[src/rtl/cw_pkg.sv]
// Package cw_pkg
// Constant functions shared by the encoder: binomial coefficient, floor log2
// and a reference rank-to-symbol conversion used only to derive constants.
// Assumes N stays small enough that C(N,M) fits in 63 bits.
package cw_pkg;

    // Binomial coefficient C(n,k); zero when k > n.
    function automatic longint binom(input int n, input int k);
        longint r;
        if (k < 0 || k > n) return 64'd0;
        r = 1;
        for (int i = 0; i < k; i++) r = r * longint'(n - i) / longint'(i + 1);
        return r;
    endfunction

    // Largest b with 2**b <= v, for v >= 1.
    function automatic int flog2(input longint v);
        int b;
        b = 0;
        while ((v >> (b + 1)) != 0) b++;
        return b;
    endfunction

    // Greedy unranking used to build constants such as the idle symbol.
    function automatic logic [63:0] unrank_const(input int n, input int m, input longint rank);
        logic [63:0] w;
        longint rem;
        int k;
        w = '0; rem = rank; k = m;
        for (int p = n - 1; p >= 0; p--) begin
            if (k > 0 && rem >= binom(p, k)) begin
                w[p] = 1'b1;
                rem  = rem - binom(p, k);
                k    = k - 1;
            end
        end
        return w;
    endfunction

endpackage

[src/rtl/cw_rank_sel.sv]
// Module cw_rank_sel
// Chooses the rank to encode: the data word itself, or 2**DATA_W plus the
// control index. Control indices at or beyond the number of spare codes
// are clamped to the idle rank (first control code). Purely combinational.
module cw_rank_sel #(
    parameter int DATA_W   = 6,
    parameter int CTRL_W   = 3,
    parameter int NUM_CTRL = 6,
    parameter int RW       = 7
) (
    input  logic              req_ctrl,
    input  logic [CTRL_W-1:0] ctrl_idx,
    input  logic [DATA_W-1:0] word_in,
    output logic [RW-1:0]     rank
);
    localparam int NUM_DATA = 1 << DATA_W;

    // Map request to rank, clamping unknown control indices to idle.
    always_comb begin
        if (!req_ctrl)
            rank = RW'(word_in);
        else if (int'(ctrl_idx) < NUM_CTRL)
            rank = RW'(NUM_DATA + int'(ctrl_idx));
        else
            rank = RW'(NUM_DATA);
    end
endmodule

[src/rtl/cw_unrank_stage.sv]
// Module cw_unrank_stage
// One wire of the unranking chain. Given the remaining rank and the number of
// ones still to place, it sets its wire when the rank is at least C(POS,k)
// and passes on the reduced rank and count. Assumes rem_i < C(POS+1,k_i).
module cw_unrank_stage
    import cw_pkg::*;
#(
    parameter int POS = 0,
    parameter int M   = 4,
    parameter int RW  = 7,
    parameter int KW  = 3
) (
    input  logic [RW-1:0] rem_i,
    input  logic [KW-1:0] k_i,
    output logic [RW-1:0] rem_o,
    output logic [KW-1:0] k_o,
    output logic          bit_o
);
    logic [RW-1:0] coef;
    logic          take;

    // Pick the binomial coefficient C(POS,k_i) from constants.
    always_comb begin
        coef = '0;
        for (int j = 0; j <= M; j++)
            if (int'(k_i) == j) coef = RW'(binom(POS, j));
    end

    // Decide this wire and pass on the remainder.
    always_comb begin
        take  = (k_i != '0) && (rem_i >= coef);
        bit_o = take;
        rem_o = take ? (rem_i - coef) : rem_i;
        k_o   = take ? (k_i - KW'(1)) : k_i;
    end
endmodule

[src/rtl/cw_encoder.sv]
// Module cw_encoder
// Constant-weight encoder: each accepted word becomes an N-bit symbol with
// exactly M ones, registered one cycle after acceptance. Spare codes beyond
// 2**DATA_W are control symbols; control 0 is idle and is the reset value.
// Assumes M is N/2 rounded, so the code space is the largest for N.
module cw_encoder
    import cw_pkg::*;
#(
    parameter int N = 8,
    parameter int M = 4,
    localparam int TOTAL    = int'(binom(N, M)),
    localparam int DATA_W   = flog2(longint'(TOTAL)),
    localparam int NUM_DATA = 1 << DATA_W,
    localparam int NUM_CTRL = TOTAL - NUM_DATA,
    localparam int CTRL_W   = (NUM_CTRL > 2) ? $clog2(NUM_CTRL) : 1
) (
    input  logic              clk,
    input  logic              rst_n,
    input  logic              in_valid,
    output logic              in_ready,
    input  logic              req_ctrl,
    input  logic [CTRL_W-1:0] ctrl_idx,
    input  logic [DATA_W-1:0] word_in,
    output logic              sym_valid,
    output logic [N-1:0]      sym_out
);
    localparam int RW = (TOTAL > 2) ? $clog2(TOTAL) : 1;
    localparam int KW = $clog2(M + 1);
    localparam logic [N-1:0] IDLE_SYM = N'(unrank_const(N, M, longint'(NUM_DATA)));

    logic [RW-1:0] rank;
    logic [RW-1:0] rem_chain [0:N];
    logic [KW-1:0] k_chain   [0:N];
    logic [N-1:0]  sym_next;
    logic          accept;

    cw_rank_sel #(
        .DATA_W  (DATA_W),
        .CTRL_W  (CTRL_W),
        .NUM_CTRL(NUM_CTRL),
        .RW      (RW)
    ) u_sel (
        .req_ctrl(req_ctrl),
        .ctrl_idx(ctrl_idx),
        .word_in (word_in),
        .rank    (rank)
    );

    assign rem_chain[0] = rank;
    assign k_chain[0]   = KW'(M);

    // One stage per wire, most significant wire first.
    for (genvar s = 0; s < N; s++) begin : g_stage
        cw_unrank_stage #(
            .POS(N - 1 - s),
            .M  (M),
            .RW (RW),
            .KW (KW)
        ) u_stage (
            .rem_i(rem_chain[s]),
            .k_i  (k_chain[s]),
            .rem_o(rem_chain[s+1]),
            .k_o  (k_chain[s+1]),
            .bit_o(sym_next[N-1-s])
        );
    end

    assign accept = in_valid && in_ready;

    // Ready rises on the first edge out of reset and stays up.
    always_ff @(posedge clk) begin
        if (!rst_n) in_ready <= 1'b0;
        else        in_ready <= 1'b1;
    end

    // Load the symbol on acceptance, hold it otherwise.
    always_ff @(posedge clk) begin
        if (!rst_n) begin
            sym_out   <= IDLE_SYM;
            sym_valid <= 1'b0;
        end else begin
            sym_valid <= accept;
            if (accept) sym_out <= sym_next;
        end
    end

    AST_RANK_IN_RANGE: assert property (@(posedge clk) disable iff (!rst_n)
        int'(rank) < TOTAL);
    AST_CHAIN_DONE: assert property (@(posedge clk) disable iff (!rst_n)
        k_chain[N] == '0);
    AST_WEIGHT: assert property (@(posedge clk) disable iff (!rst_n)
        $countones(sym_out) == M);
    AST_LOAD_VALID: assert property (@(posedge clk) disable iff (!rst_n)
        accept |=> sym_valid);
    AST_HOLD: assert property (@(posedge clk) disable iff (!rst_n)
        !accept |=> ($stable(sym_out) && !sym_valid));
    AST_CLAMP_IDLE: assert property (@(posedge clk) disable iff (!rst_n)
        (accept && req_ctrl && int'(ctrl_idx) >= NUM_CTRL) |=> sym_out == IDLE_SYM);
    AST_READY_UP: assert property (@(posedge clk) disable iff (!rst_n)
        1'b1 |=> in_ready);
endmodule

[config.mk]
export PLATFORM = sky130hd
export DESIGN_NAME = cw_encoder
export DESIGN_NICKNAME = d
export VERILOG_FILES = /design/src/rtl/cw_pkg.sv /design/src/rtl/cw_rank_sel.sv /design/src/rtl/cw_unrank_stage.sv /design/src/rtl/cw_encoder.sv
export SDC_FILE = /design/constraint.sdc
export NUM_CORES = 1
export LEC_CHECK = 0
export ABC_CLOCK_PERIOD_IN_PS = 34800
export BUFFER_PORTS_ARGS = -buffer_cell sky130_fd_sc_hd__buf_2
export CORE_AREA = 5 5 97 90
export CTS_CLUSTER_DIAMETER = 50
export DETAILED_ROUTE_END_ITERATION = 10
export DIE_AREA = 0 0 102 95
export RECOVER_POWER = 50
export SLEW_MARGIN = 20
export SYNTH_ARGS = -nofsm -noshare
export SYNTH_HDL_FRONTEND = slang
export SYNTH_SLANG_ARGS = --single-unit
export TNS_END_PERCENT = 1
[constraint.sdc]
create_clock -name clk -period 34.8 [get_ports clk]
set_input_delay 0 -clock clk [delete_from_list [all_inputs] [get_ports clk]]
set_output_delay 0 -clock clk [all_outputs]
set_load 0.05 [all_outputs]
==> impl_results.md, run 1 <==
- Status: completed
- Post-DP HPWL: 7722 um
- Leading area contributor after synthesis: ha_1
- Clk_skew: 0.0004199 ns
- Crit-path max cell delay: 0.59 ns
- Final Hold Viols: 0
- Req. time, crit path: 34.90 ns
- Nets: 537
- CTS tree: yes
- Wire length per cell: 16.08 um
- Post-Syn Instances: 465
- RSZ-0062 raised after global routing: no
- Multi-input logic area: between 3000 and 4000 sq um
- Maximum clock path buffer count: 2
- Global-route wire length before repair: 15,300 um
- Overall Global Routing Usage: 19.08%
- Syn Std Cell Area: 3572 sq um
- Final Wtd Congestion: roughly 0.93
- Vias in the first global route: about 3.2k
- DRT iter0 DRCs: 252
- CP startpoint: req_ctrl
- Hold path start: in_valid
- Fill count: 795
- Crit-path slowest cell: nor2_1
- Syn_nets: 523
- Predominant post-synthesis flop cell: dfxtp_1
- Fin crit period: 18.63 ns
- Crit share post-route: between 50% and 60%
- Area of the die: 9690 sq um
- Layout cell share with drive strength beyond 1: 15.27%
- Met2 global-route usage: 30.03%
- Synth Warn #: 0
- Critical Path AT: 18.73 ns
- DRC Markers: 0
- Gates resized, CTS repair: 0
- GRT Residual Overflow: 0
- Max-Slew Margin vs Limit: roughly two fifths
- Final ANT Viol Nets: 0
- Antenna diodes: 0
- Fmax: 0.05369 GHz
- Site Rows: 31
- Max_cap viols: 0
- Vias: 3,517
- Grt met1 use: 28.65%
- Die Span Y: 95 um
- CP top delay family: compound AO/OA/AOI/OAI gates
- Async set-reset flop share out of synthesis: 0%
- Io pins: 23
- First drt pass iteration count: 5
- Reg2reg start: in_ready
- Postcts setup bufs: 0
- Setup crit start kind: input port
- CTS H-Tree Depth: 1
- Critical path buffers and inverters: 8
- Yosys top cell area share: 14.01%
- Crit Path Class: input port to flop
- Final WL: 9280 um
- Hold Crit Class: input port to flop
- Synth top area cells: ha_1 14%, dfxtp_1 5.6%, nand2_1 4.5%
- Layer with the highest usage: met2
- Flop and latch count out of synthesis: 10
- CTS Sinks: 10
- Cell mode on critical path: ha_1
- Initial antenna violation count: 0
- Post-synth cell types: 96
- Via-per-instance ratio: around 6
- Clock Tree Root: clkbuf_8
- Initial Util: 46.28%
- Clk Latency, worst-skew pair: 0.24 ns
- Clock transition at the registers of the reported paths: 0.05 ns
- Syn avg cell area: 7.682 sq um
- Slew Viols, Final: 0
- CTS buffer count: 3
- Top cells by count, synth: 43 x nand2_1, 40 x ha_1, 37 x inv_1, 36 x nor2_1, 21 x a21oi_1
- Sum Neg Setup Slack: 0 ns
- P&R area growth vs syn: 4.904%
- Sequential cell area: 200.2 sq um
- Met3 GRT Util: 2.068%
- Worst Tran Pin Value: 0.8763 ns
- Setup violations, final: 0
- Port Buf Inserts: 22
- Count leader, synth: nand2_1
- Critical path peak fanout: 21
- Largest net degree at the start of global routing: 22
- Core Area: 7719 sq um
- Die span in x: around 100 um
- Kind of end point of the critical path: flop
- Post-CTS Hold Buffers: 1
- Sequential area share after synthesis: 5.604%
- EDFF count, synth: 0
[layout make-up]
class	count	share of cell area [%]
repair buffers	23	2.905
flip-flops and latches	10	5.342
multi-input cells	402	83.07
well taps	99	3.306
clock buffers	4	1.469
inverters	39	3.907
[per-layer routing]
layer,routed length [um],up-vias
met4,75,0
met5,0,-
met1,4607,1640
met3,670,11
li1,-,1756
met2,3926,110
[tightest hold or removal path, cell delays in order]
cell and delay [ns]:
buf_2 0.08, nand2_1 0.21, nor2_1 0.14
[final timing paths]
check | to | slack (ns) | depth (start not counted)
min reg2reg | sym_out[5] | 0.46 | 2
max reg2reg | sym_out[0] | 33.47 | 5
min | sym_valid | 0.24 | 3
max | sym_out[0] | 16.17 | 75
[cells by family (layout without fill, tap and decap cells)]
family / after synthesis / count (layout) / synth area share [%]
AND/OR/NAND/NOR: 181 / 181 / 27.99
AO/OA/AOI/OAI: 138 / 138 / 31.77
buffers and inverters: 53 / 66 / 7.250
adder cells (fa/ha/maj): 45 / 45 / 16.81
XOR/XNOR: 19 / 19 / 4.659
multiplexers: 19 / 19 / 5.920
flip-flops: 10 / 10 / 5.604
[through the flow]
stage          instance area, sq um  setup WS [ns]  hold WS, ns  cells  util [%]
2_1_floorplan                  3572          18.93      0.02772    465         -
3_3_place_gp                   3694          16.45       0.1923    572     47.85
3_5_place_dp                   3694          16.11       0.1874    572     47.85
4_1_cts                        3759          16.30       0.2507    577     48.70
5_1_grt                        3747          14.62       0.3123    577     48.55
6_report                       3747          16.17       0.2405    577     48.55
[flip-flops by register name, summed over array words and instances (netlist names)]
register and cells:
in_ready 1, sym_valid 1, sym_out 8
[layout by cell type, fill, tap and decap left out, types with 9 or more instances in the layout]
cell type  instances
clkbuf_1           9
ha_1              40
nor2b_1           11
inv_1             37
nand3_1           12
nor3_1            20
mux2i_1           11
dfxtp_1           10
xnor2_1           14
nor2_1            36
o21ai_0           16
buf_2             13
a21oi_1           21
nand2_1           43
Power of run 1 is left out: the tool's default activity adds up to more than one toggle a clock period on the data nets, which glitch-free logic cannot reach.
==> inputs of run 2 (changes only) <==
Settings changed: ABC_CLOCK_PERIOD_IN_PS 34800 to 17500.
Clock period 34.8 ns to 17.5 ns, I/O delays scaled along.
==> impl_results.md, run 2 (synthesized netlist as in run 1, its figures left out) <==
- Antenna diodes: 0
- WHS: ~0.25 ns
- Area of the die: 9690 sq um
- Post-DP HPWL: 7859 um
- Die Span Y: 95 um
- Final ANT Viol Nets: 0
- Setup violations, final: 0
- Final Hold Viols: 0
- DRC Markers: 0
- Port Buf Inserts: 22
- Site Rows: 31
- Clk Latency, worst-skew pair: around 0.23 ns
- Max_cap viols: 0
- Core Area: 7719 sq um
- Req. time, crit path: 17.61 ns
- Vias in the first global route: around 3.3k
- CTS buffer count: 3
- Crit-path slowest cell: or4_4
- Initial Util: 46.28%
- Crit Path Class: input port to flop
- Io pins: 23
- Via-per-instance ratio: 6.002
- CTS tree: yes
- Worst Tran Pin Value: ~0.92 ns
- Clk_skew: 0.005047 ns
- Largest Register: sym_out
- Largest net degree at the start of global routing: 22
- Overall Global Routing Usage: between 10% and 20%
- Crit share post-route: 93.18%
- Global-route wire length before repair: 15,800 um
- Final Wtd Congestion: 0.9323
- Clock transition at the registers of the reported paths: approximately 0.05 ns
- Post-Place Cell Area: 3814 sq um
- Biggest registers after layout: sym_out: 8 flops, in_ready: 1 flops, sym_valid: 1 flops
- Layout cell share with drive strength beyond 1: 19.39%
- First drt pass iteration count: 5
- Final Cell Area: 3915 sq um
- Maximum clock path buffer count: 2
- GRT Residual Overflow: 0
- Commonest non-fill, non-tap cell in the layout: nand2_1
- Critical path peak fanout: 21
- P&R area growth vs syn: 9.597%
- Max-Slew Margin vs Limit: 38.05%
- Critical Path AT: roughly 16 ns
- CP top delay family: simple AND/OR/NAND/NOR gates
- Hold Crit Class: input port to flop
- Final WL: 9471 um
- Slew Viols, Final: 0
- Clock Tree Root: clkbuf_8
- Kind of end point of the critical path: flop
- Nets: roughly 550
- Fin crit period: 16.31 ns
- Initial antenna violation count: 0
- Largest register FFs: 8
- Fmax: approximately 0.061 GHz
- CTS H-Tree Depth: 1
- Setup crit start kind: input port
- Critical path buffers and inverters: 8
- Vias: 3,565
- Die span in x: 102 um
- Commonest cells after routing, fill and taps aside: 43 x nand2_1, 40 x ha_1, 37 x inv_1
- CTS Sinks: 10
- Setup slack, reg-to-reg: 16.13 ns
- DRT iter0 DRCs: ~190
- Status: completed
- Crit-path max cell delay: 0.58 ns
- Cell mode on critical path: ha_1
- Wire length per cell: roughly 16 um
-- run 2: cell count changes in the layout (fill, tap and decap cells not counted), moves of 2 or more --
cell     before  now
o21ai_1       5    7
o21ai_0      16   14
buf_4         0   17
buf_2        13   11
-- run 2: layer usage --
layer / GRT usage, % / vias to the layer above / part of all wire (%)
met5: 0 / - / 0
met4: 1.639 / 0 / 0.20
met3: 2.068 / 4 / 6.5
met2: 31.44 / 108 / 44
met1: 29.52 / 1662 / 49
li1: - / 1791 / -
-- run 2: metrics by stage --
stage | setup TNS [ns] | utilization (%) | std cells | setup WS [ns]
final | 0 | 50.72 | 594 | 1.194
after global routing | -0.02090 | 50.72 | 594 | -0.02090
after CTS | 0 | 50.25 | 593 | 0.4613
after detailed placement | 0 | 49.41 | 588 | 0.2790
after global placement | 0 | 49.41 | 588 | 0.6076
after floorplan | 0 | - | 465 | 1.632
-- run 2: cell type report --
class                      count  area, sq um
inverter                      39        146.4
sequential                    10        200.2
clock buffer                   4        55.05
timing repair buffer          40        237.7
multi-input combinational    402         3152
fill                         770         3804
tap                           99        123.9
-- run 2: worst paths after layout --
check,to,depth (start not counted),startpoint
setup / recovery,sym_out[0],72,req_ctrl
setup reg to reg,sym_out[0],5,in_ready
hold reg to reg,sym_out[2],2,sym_out[2]
hold / removal,sym_valid,3,in_valid
-- run 2: timing repair --
action | CTS | global route
setup buffers | 0 | 1
endpoints found under the hold margin | 1 | 0
gates resized for setup | 0 | 13
hold buffers | 1 | 0
endpoints found under the setup margin | 0 | 1
-- run 2: worst register-to-register path, cell delays in order (launching register included) --
cell and delay [ns]:
dfxtp_1 0.31, nand2_1 0.28, nand2_1 0.13, nand3_1 0.11, a211oi_1 0.06, a2111oi_1 0.36
Power of run 2 is left out for the same reason.
==> inputs of run 3 (changes only) <==
Settings changed: CORE_AREA 5 5 97 90 to 5 5 106 98, DIE_AREA 0 0 102 95 to 0 0 111 103, GPL_TIMING_DRIVEN set to 0.
==> impl_results.md, run 3 (synthesized netlist as in run 1, its figures left out) <==
- Layout Cells excl Fill: 624
- Crit Path Class: input port to flop
- Critical path peak fanout: 11
- Via-per-instance ratio: 5.726
- Maximum clock path buffer count: 2
- CTS Sinks: 10
- Vias in the first global route: 3,349
- Clk Latency, worst-skew pair: 0.22 ns
- Clock transition at the registers of the reported paths: approximately 0.040 ns
- Final WL: 9699 um
- Initial Util: roughly two fifths
- CTS H-Tree Depth: 1
- Die span in x: about 110 um
- Fmax: 0.06040 GHz
- Initial antenna violation count: 0
- Critical Path AT: 16.66 ns
- Final Wtd Congestion: 0.9057
- Io pins: 23
- Setup violations, final: 0
- DRC Markers: 0
- R2r worst-path depth: 5
- Wire length per cell: 15.54 um
- Placed insts: between 600 and 700
- Core Area: just over 9000 sq um
- Hold Crit Class: input port to flop
- CTS buffer count: 3
- Cell mode on critical path: ha_1
- Biggest registers after layout: sym_out: 8 flops, in_ready: 1 flops, sym_valid: 1 flops
- Die Span Y: 103 um
- Largest register FFs: 8
- Layout cell share with drive strength beyond 1: 24.50%
- Area of the die: 11,430 sq um
- Status: completed
- Met3 wire len: 358 um
- DRT iter0 DRCs: 302
- Slew Viols, Final: 0
- Nets: 558
- Crit-path max cell delay: ~0.55 ns
- Vias: 3,573
- M1 WL: 4932 um
- Post-DP HPWL: 7813 um
- Setup crit start kind: input port
- Clk_skew: 0.0008580 ns
- Max-Slew Margin vs Limit: 38.64%
- Overall Global Routing Usage: 16.47%
- Site Rows: 34
- Fin crit period: 16.56 ns
- Clock Tree Root: clkbuf_8
- Kind of end point of the critical path: flop
- Global-route wire length before repair: approximately 16,000 um
- Largest net degree at the start of global routing: 12
- Final ANT Viol Nets: 0
- Max_cap viols: 0
- Worst Tran Pin Value: 0.9134 ns
- P&R area growth vs syn: 16.53%
- CTS tree: yes
- Crit share post-route: between 90 and 100%
- GRT Residual Overflow: 0
- Met2 wire length: 4358 um
- Crit-path slowest cell: or4_4
- Antenna diodes: 0
- Port Buf Inserts: 20
- Req. time, crit path: 17.60 ns
- Top Layer Used: met4
- Final Hold Viols: 0
- Commonest cells after routing, fill and taps aside: 43 x nand2_1, 37 x inv_1, 36 x nor2_1
- Worst hold path cell count: 4
- First drt pass iteration count: 4
- Commonest non-fill, non-tap cell in the layout: nand2_1
- Largest Register: sym_out
[run 3: final cells by class]
| class | instances | area, sq um |
|---|---|---|
| Buffer | 14 | 116.4 |
| Clock buffer | 3 | 41.29 |
| Fill cell | 936 | 5154 |
| Inverter | 39 | 146.4 |
| Multi-Input combinational cell | 402 | 3334 |
| Sequential cell | 10 | 200.2 |
| Tap cell | 126 | 157.7 |
| Timing Repair Buffer | 30 | 166.4 |
[run 3: final timing paths]
kind	from	endpoint	slack, ns
setup / recovery	req_ctrl	sym_out[0]	0.94
hold reg to reg	sym_out[2]	sym_out[2]	0.45
setup reg to reg	in_ready	sym_out[0]	16.18
hold / removal	in_valid	sym_out[2]	0.10
[run 3: worst max-delay path: cells and delay by family]
kind	cells	cell delay, ns
AOI/OAI and AO/OA	22	4.03
xor gates and xnor gates	1	0.18
buffers and inverters	15	1.97
adders and majority gates	15	3.90
and+or+nand+nor	26	5.68
muxes	3	0.83
[run 3: routing by layer]
| layer | global-route usage [%] | vias to the layer above |
|---|---|---|
| li1 | - | 1800 |
| met1 | 23.58 | 1700 |
| met2 | 27.85 | 69 |
| met3 | 1.467 | 4 |
| met4 | 2.083 | 0 |
| met5 | 0 | - |
[run 3: metrics by stage]
| stage | hold WS [ns] | worst slack [ns] | setup TNS [ns] | cell area, sq um | util (%) |
|---|---|---|---|---|---|
| CTS | 0.1021 | 0.01184 | 0 | 3969 | 42.60 |
| floorplan | 0.02772 | 1.632 | 0 | 3572 | - |
| detailed placement | 0.1877 | -1.028 | -1.028 | 3830 | 41.11 |
| global placement | 0.1905 | -0.8167 | -0.8167 | 3830 | 41.11 |
| finish | 0.1039 | 0.9445 | 0 | 4163 | 44.68 |
| global route | 0.1263 | -0.01416 | -0.01416 | 4163 | 44.68 |
[run 3: repair_timing]
item	4_1_cts	5_1_grt
endpoints found under the hold margin	1	0
gates resized for setup	16	28
setup buffers	2	7
pin swaps	2	8
hold buffers	1	0
endpoints found under the setup margin	1	2
Power of run 3 is left out for the same reason.
